### config.mk
export PLATFORM = sky130hd
export DESIGN_NAME = cp_fold_sync
export DESIGN_NICKNAME = d
export VERILOG_FILES = /design/src/rtl/cpsync_pkg.sv /design/src/rtl/cpsync_ctrl.sv /design/src/rtl/cpsync_datapath.sv /design/src/rtl/cp_fold_sync.sv
export SDC_FILE = /design/constraint.sdc
export NUM_CORES = 2
export LEC_CHECK = 0
export BUFFER_PORTS_ARGS = -buffer_cell sky130_fd_sc_hd__buf_4
export CAP_MARGIN = 20
export CORE_MARGIN = 2
export CORE_UTILIZATION = 45
export CTS_CLUSTER_DIAMETER = 50
export DETAILED_ROUTE_END_ITERATION = 7
export PLACE_DENSITY_LB_ADDON = 0.1
export SLEW_MARGIN = 30
export SYNTH_ARGS = -nofsm -noshare
export SYNTH_HDL_FRONTEND = slang
export SYNTH_SLANG_ARGS = --single-unit
export TNS_END_PERCENT = 100
### constraint.sdc
create_clock -name clk -period 14.3 [get_ports clk]
set_input_delay 0.715 -clock clk [delete_from_list [all_inputs] [get_ports clk]]
set_output_delay 0.715 -clock clk [all_outputs]
set_load 0.01 [all_outputs]
### src/rtl/cpsync_pkg.sv
package cpsync_pkg;
  // Strobes issued by the control unit to the datapath each cycle
  typedef struct packed {
    logic clearLine;   // start: flush delay lines and window sum
    logic shift;       // an accepted sample enters the delay lines
    logic metricStep;  // the window sum now covers a full metric position
    logic accFirst;    // first fold period: overwrite instead of accumulate
    logic peakEn;      // last fold period: folded value is final, compare it
    logic lastStep;    // final metric position of the acquisition
  } syncStrobes_t;
endpackage

### src/rtl/cpsync_ctrl.sv
module cpsync_ctrl
  import cpsync_pkg::*;
#(
  parameter int NS    = 40,
  parameter int FOLD  = 4,
  parameter int POS_W = 6
) (
  input  logic               clk,
  input  logic               rst_n,
  input  logic               start,
  input  logic               sampValid,
  output syncStrobes_t       strb,
  output logic [POS_W-1:0]   pos,
  output logic               doneOut
);
  localparam int FOLD_W = $clog2(FOLD + 1);

  logic              running;
  logic [POS_W-1:0]  fillCnt;
  logic [FOLD_W-1:0] fold;
  logic              step, metricStep, lastStep;

  always_comb begin
    step       = running && sampValid && !start;
    metricStep = step && (fillCnt == POS_W'(NS - 1));
    lastStep   = metricStep && (pos == POS_W'(NS - 1)) && (fold == FOLD_W'(FOLD - 1));
    strb.clearLine  = start;
    strb.shift      = step;
    strb.metricStep = metricStep;
    strb.accFirst   = (fold == '0);
    strb.peakEn     = (fold == FOLD_W'(FOLD - 1));
    strb.lastStep   = lastStep;
  end

  always_ff @(posedge clk or negedge rst_n) begin
    if (!rst_n) begin
      running <= 1'b0;
      fillCnt <= '0;
      pos     <= '0;
      fold    <= '0;
      doneOut <= 1'b0;
    end else begin
      doneOut <= lastStep;
      if (start) begin
        running <= 1'b1;
        fillCnt <= '0;
        pos     <= '0;
        fold    <= '0;
      end else if (step) begin
        if (!metricStep) fillCnt <= fillCnt + 1'b1;
        else if (pos == POS_W'(NS - 1)) begin
          pos <= '0;
          if (lastStep) running <= 1'b0;
          else fold <= fold + 1'b1;
        end else pos <= pos + 1'b1;
      end
    end
  end


  // done_pulse_chk: the done pulse never lasts two cycles
  done_pulse_chk: assert property (@(posedge clk) disable iff (!rst_n)
    doneOut |=> !doneOut);


  // done_after_valid_chk: done follows the edge that accepted a sample
  done_after_valid_chk: assert property (@(posedge clk) disable iff (!rst_n)
    doneOut |-> $past(sampValid));


  // pos_range_chk: fold position stays inside one symbol
  pos_range_chk: assert property (@(posedge clk) disable iff (!rst_n)
    pos < POS_W'(NS));
endmodule

### src/rtl/cpsync_datapath.sv
module cpsync_datapath
  import cpsync_pkg::*;
#(
  parameter int SAMP_W  = 8,
  parameter int FFT_LEN = 32,
  parameter int CP_LEN  = 8,
  parameter int NS      = 40,
  parameter int FOLD    = 4,
  parameter int POS_W   = 6
) (
  input  logic                     clk,
  input  logic                     rst_n,
  input  syncStrobes_t             strb,
  input  logic [POS_W-1:0]         pos,
  input  logic signed [SAMP_W-1:0] sampRe,
  input  logic signed [SAMP_W-1:0] sampIm,
  output logic [POS_W-1:0]         resultPos
);
  localparam int PROD_W = 2 * SAMP_W + 1;
  localparam int WIN_W  = PROD_W + $clog2(CP_LEN);
  localparam int ACC_W  = WIN_W + $clog2(FOLD + 1);
  localparam int MAG_W  = ACC_W + 1;

  logic signed [SAMP_W-1:0] lineRe [FFT_LEN];
  logic signed [SAMP_W-1:0] lineIm [FFT_LEN];
  logic signed [PROD_W-1:0] prodLineRe [CP_LEN];
  logic signed [PROD_W-1:0] prodLineIm [CP_LEN];
  logic signed [WIN_W-1:0]  winSumRe, winSumIm, winNextRe, winNextIm;
  logic signed [ACC_W-1:0]  accRe [NS];
  logic signed [ACC_W-1:0]  accIm [NS];
  logic signed [ACC_W-1:0]  sumRe, sumIm, baseRe, baseIm;
  logic signed [PROD_W-1:0] prodRe, prodIm;
  logic [MAG_W-1:0]         magNew, bestMag;
  logic [POS_W-1:0]         bestPos;
  logic                     peakLoad;

  function automatic logic [MAG_W-1:0] absVal(input logic signed [ACC_W-1:0] v);
    logic signed [MAG_W-1:0] w;
    w = v;
    return (w < 0) ? MAG_W'(-w) : MAG_W'(w);
  endfunction

  always_comb begin
    logic signed [PROD_W-1:0] oRe, oIm, nRe, nIm;
    logic signed [WIN_W-1:0]  pRe, pIm, xRe, xIm;
    logic signed [ACC_W-1:0]  wRe, wIm;
    oRe = lineRe[FFT_LEN-1];
    oIm = lineIm[FFT_LEN-1];
    nRe = sampRe;
    nIm = sampIm;
    // older sample times conjugate of the newest one
    prodRe = oRe * nRe + oIm * nIm;
    prodIm = oIm * nRe - oRe * nIm;
    pRe = prodRe;
    pIm = prodIm;
    xRe = prodLineRe[CP_LEN-1];
    xIm = prodLineIm[CP_LEN-1];
    winNextRe = winSumRe + pRe - xRe;
    winNextIm = winSumIm + pIm - xIm;
    baseRe = strb.accFirst ? '0 : accRe[pos];
    baseIm = strb.accFirst ? '0 : accIm[pos];
    wRe = winNextRe;
    wIm = winNextIm;
    sumRe  = baseRe + wRe;
    sumIm  = baseIm + wIm;
    magNew = absVal(sumRe) + absVal(sumIm);
    peakLoad = strb.metricStep && strb.peakEn && ((pos == '0) || (magNew > bestMag));
  end

  always_ff @(posedge clk or negedge rst_n) begin
    if (!rst_n) begin
      for (int i = 0; i < FFT_LEN; i++) begin lineRe[i] <= '0; lineIm[i] <= '0; end
      for (int i = 0; i < CP_LEN; i++) begin prodLineRe[i] <= '0; prodLineIm[i] <= '0; end
      winSumRe <= '0;
      winSumIm <= '0;
    end else if (strb.clearLine) begin
      for (int i = 0; i < FFT_LEN; i++) begin lineRe[i] <= '0; lineIm[i] <= '0; end
      for (int i = 0; i < CP_LEN; i++) begin prodLineRe[i] <= '0; prodLineIm[i] <= '0; end
      winSumRe <= '0;
      winSumIm <= '0;
    end else if (strb.shift) begin
      lineRe[0] <= sampRe;
      lineIm[0] <= sampIm;
      for (int i = 1; i < FFT_LEN; i++) begin lineRe[i] <= lineRe[i-1]; lineIm[i] <= lineIm[i-1]; end
      prodLineRe[0] <= prodRe;
      prodLineIm[0] <= prodIm;
      for (int i = 1; i < CP_LEN; i++) begin
        prodLineRe[i] <= prodLineRe[i-1];
        prodLineIm[i] <= prodLineIm[i-1];
      end
      winSumRe <= winNextRe;
      winSumIm <= winNextIm;
    end
  end

  // fold memory: read-modify-write of one position per metric step
  always_ff @(posedge clk) begin
    if (strb.metricStep) begin
      accRe[pos] <= sumRe;
      accIm[pos] <= sumIm;
    end
  end

  always_ff @(posedge clk or negedge rst_n) begin
    if (!rst_n) begin
      bestMag   <= '0;
      bestPos   <= '0;
      resultPos <= '0;
    end else begin
      if (peakLoad) begin
        bestMag <= magNew;
        bestPos <= pos;
      end
      if (strb.lastStep) resultPos <= peakLoad ? pos : bestPos;
    end
  end


  // result_range_chk: reported start lies inside one symbol
  result_range_chk: assert property (@(posedge clk) disable iff (!rst_n)
    resultPos < POS_W'(NS));


  // result_hold_chk: result only moves on the final metric step
  result_hold_chk: assert property (@(posedge clk) disable iff (!rst_n)
    !strb.lastStep |=> $stable(resultPos));


  // win_clear_chk: a start leaves the window sum empty
  win_clear_chk: assert property (@(posedge clk) disable iff (!rst_n)
    strb.clearLine |=> (winSumRe == '0 && winSumIm == '0));
endmodule

### src/rtl/cp_fold_sync.sv
module cp_fold_sync
  import cpsync_pkg::*;
#(
  parameter int SAMP_W  = 8,
  parameter int FFT_LEN = 32,
  parameter int CP_LEN  = 8,
  parameter int FOLD    = 4,
  localparam int NS     = FFT_LEN + CP_LEN,
  localparam int POS_W  = $clog2(NS)
) (
  input  logic                     clk,
  input  logic                     rst_n,
  input  logic                     start,
  input  logic                     sampValid,
  input  logic signed [SAMP_W-1:0] sampRe,
  input  logic signed [SAMP_W-1:0] sampIm,
  output logic [POS_W-1:0]         symStart,
  output logic                     symDone
);
  syncStrobes_t      strb;
  logic [POS_W-1:0]  pos;

  cpsync_ctrl #(.NS(NS), .FOLD(FOLD), .POS_W(POS_W)) u_ctrl (
    .clk(clk), .rst_n(rst_n), .start(start), .sampValid(sampValid),
    .strb(strb), .pos(pos), .doneOut(symDone)
  );

  cpsync_datapath #(
    .SAMP_W(SAMP_W), .FFT_LEN(FFT_LEN), .CP_LEN(CP_LEN),
    .NS(NS), .FOLD(FOLD), .POS_W(POS_W)
  ) u_dp (
    .clk(clk), .rst_n(rst_n), .strb(strb), .pos(pos),
    .sampRe(sampRe), .sampIm(sampIm), .resultPos(symStart)
  );
endmodule

==> impl_metrics.toml <==
[timing]
finalCriticalPeriod_ns = 13.57
setup-violations-final = 0
drv_slew = 0
max_slew_margin_pct = 28.8
finalHoldViolations = 0
fmax_mhz = 73.7
worstMarginPinSlew_ns = 1.07
final.period_utilization_pct = 94.9
finClkSkew_ns = 0.109

[logic_synthesis]
synth.distinct_cells = 79
synth_flop_cell = "edfxtp_1"
synth_edf_count = 1840
synth-seq-cells = 2717
async_flop_share_pct = 32.3
synth_common_cells = "edfxtp_1 (1,840), dfrtp_1 (877), a22o_1 (876)"
synthMostInstantiatedCell = "edfxtp_1"
synth_nets = 8287
netlist.area_leader.share_pct = 48.0
ys_warn_count = 0
synthTopCellsByArea = "edfxtp_1 (48%), dfrtp_1 (19%), a22o_1 (6.7%), fa_1 (5.6%), a22oi_1 (4.7%)"
syn-cell-area_mm2 = 0.115
yosysTopAreaCell = "edfxtp_1"
ys_seq_area_share_pct = 67.1
postSynthCellCount = 7695
synth_area_per_cell_um2 = 15.0

[critical_path]
start_kind = "register"
r2r_setup_slack_ns = 0.73
worst_ep_required_time_ns = 15.08
cp.arrival_ns = 14.35
crit_slowest_cell = "fa_1"
end_kind = "register"
crit_path_max_incr_delay_ns = 0.55
rr_endpoint = "u_dp.resultPos[2]"
crit_end = "u_dp.resultPos[2]"
r2r_start = "u_dp.lineRe[4]"
crit_path_start = "u_dp.lineRe[4]"
crit_family = "adder cells"
worst-path-max-fanout = 10
crit_type = "reg2reg"
r2r_cells = 57
critical_path_depth = 57
cp_common_cell = "fa_1"
crit_buf_inv = 11

[routing]
dr_total_vias = 69900
drc = 0
routed_wl_um = 323000
vias_per_cell = 6.04
post_drt_wl_per_cell_um = 27.9
first_pass_iters = 6
antenna_left = 0
drtIter0Drc = 7046

[global_route]
grt_pass1_vias = 71200
grt_max_degree = 243
grt_pass1_wl_um = 479000
antenna_found_initial = 6
track_usage_pct = 24.7
overflow = 0

[finish]
fill_cells = 20900
finalInstanceArea_mm2 = 0.133
syn2layout_area_growth_pct = 15.8
drive_gt1_share_pct = 13.5
fin_nets = 8555

[clocking]
clock-root-buffer = "clkbuf_16"
clkLatencyLatePin_ns = 0.95
cts_max_level = 5
clockBufferDepth = 4
cts.sinks = 2717
cts_tree = "done"
numCtsBuffers = 336
clk_pin_slew_ns = 0.06

[floorplanning]
die_width_um = 510
die_h_um = 510
ios = 27
core-area_mm2 = 0.254
initial_utilization_pct = 45.3
std_cell_rows = 185
die-area_mm2 = 0.260

[place]
place_congestion = 0.842
port_buffers = 26
post_dp_cell_area_mm2 = 0.122
hpwl_um = 183000

[outcome]
status = "finished clean"

[job]
max_cap_violations = 0

[worst_hold_path]
hold_path_class = "in2reg"
## cells in the final DEF (no fill, tap or decap), types with 133 or more instances in the layout
cell type,netlist,routed
a221oi_1,133,133
a22o_1,876,876
a22oi_1,722,722
and2_1,146,146
buf_4,0,347
clkbuf_16,0,342
dfrtp_1,877,864
edfxtp_1,1840,1840
fa_1,320,319
ha_1,252,252
inv_1,485,482
nand2_1,209,208
nand4_1,158,158
nor2_1,208,164
## what timing repair did
item                                   in CTS  in global routing
hold buffers                                1                  0
endpoints found under the hold margin     111                  0
resized for setup                           0                 57
setup endpoints to repair                   0                 36
setup buffers                               0                  4
## area by class of cell
class	count	area [um2]	area share (%)
Antenna cell	3	7.51	0.00563
Clock buffer	427	9090	6.82
Clock inverter	160	1960	1.47
Inverter	487	1830	1.37
Multi-Input combinational cell	4009	35100	26.3
Sequential cell	2717	77200	57.9
Tap cell	3366	4210	3.16
Timing Repair Buffer	412	3890	2.92
## worst min-delay path by stage
stage | start | end | slack [ns] | cells after the start
after floorplan | rst_n | u_ctrl.doneOut | 0.42 | 0
final | sampIm[2] | u_dp.lineIm[250] | 0.1 | 2
after global routing | sampIm[2] | u_dp.lineIm[250] | 0.06 | 2
after CTS | sampIm[1] | u_dp.lineIm[249] | 0.03 | 2
after detailed placement | u_dp.prodLineIm[21] | u_dp.prodLineIm[4] | 0.47 | 2
after global placement | u_dp.bestMag[1] | u_dp.bestMag[1] | 0.46 | 2
## sequential cells by signal, indices dropped and copies added, names as in the netlist
| signal | flops |
|---|---|
| u_ctrl.fillCnt | 6 |
| u_ctrl.fold | 3 |
| u_dp.accIm | 920 |
| u_ctrl.pos | 6 |
| u_dp.accRe | 920 |
| u_dp.lineRe | 256 |
| u_ctrl.running | 1 |
| u_dp.lineIm | 256 |
| u_dp.bestMag | 24 |
| u_dp.prodLineRe | 136 |
| u_ctrl.doneOut | 1 |
| u_dp.winSumIm | 20 |
| u_dp.bestPos | 6 |
| u_dp.prodLineIm | 136 |
| u_dp.winSumRe | 20 |
| u_dp.resultPos | 6 |
## worst register-to-register path: cells and delay by family (launching register included)
family | cells | cell delay (ns)
buf+inv | 11 | 1.38
flops | 1 | 0.45
simple gates | 10 | 1.62
fa+ha+maj | 12 | 5.29
mux | 2 | 0.54
xor+xnor | 4 | 0.87
compound gates | 18 | 3.24
## cell families (layout without fill, tap and decap cells)
| group | after synthesis | after routing | share of synthesized area, % |
|---|---|---|---|
| AO/OA/AOI/OAI | 2307 | 2307 | 15.7 |
| XOR/XNOR | 181 | 181 | 1.40 |
| adder cells (fa/ha/maj) | 572 | 572 | 8.30 |
| buffers and inverters | 969 | 1486 | 3.16 |
| flip-flops | 2717 | 2717 | 67.1 |
| multiplexers | 42 | 42 | 0.413 |
| other | 0 | 3 | 0 |
| AND/OR/NAND/NOR | 907 | 907 | 3.98 |
## routing by layer
layer	wire length [um]	vias up	track usage [%]
met3	19100	570	3.34
li1	-	30300	-
met4	11000	2	8.30
met1	138000	36600	34.6
met2	154000	2409	40.0
met5	11	-	0
## through the flow
step | worst slack (ns) | hold slack (ns) | std cells | setup TNS, ns | utilization (%)
floorplan | 0.141 | 0.419 | 7695 | 0 | -
finish | 0.732 | 0.100 | 11600 | 0 | 52.5
CTS | 0.0519 | 0.0322 | 11600 | 0 | 52.3
global route | -0.0716 | 0.0603 | 11600 | -0.410 | 52.5
global placement | -0.104 | 0.463 | 11000 | -1.50 | 47.7
detailed placement | -0.156 | 0.469 | 11000 | -2.23 | 47.9
Power is not shown: default switching activity piles up to over one toggle a cycle in this logic, so the estimate is an artifact.
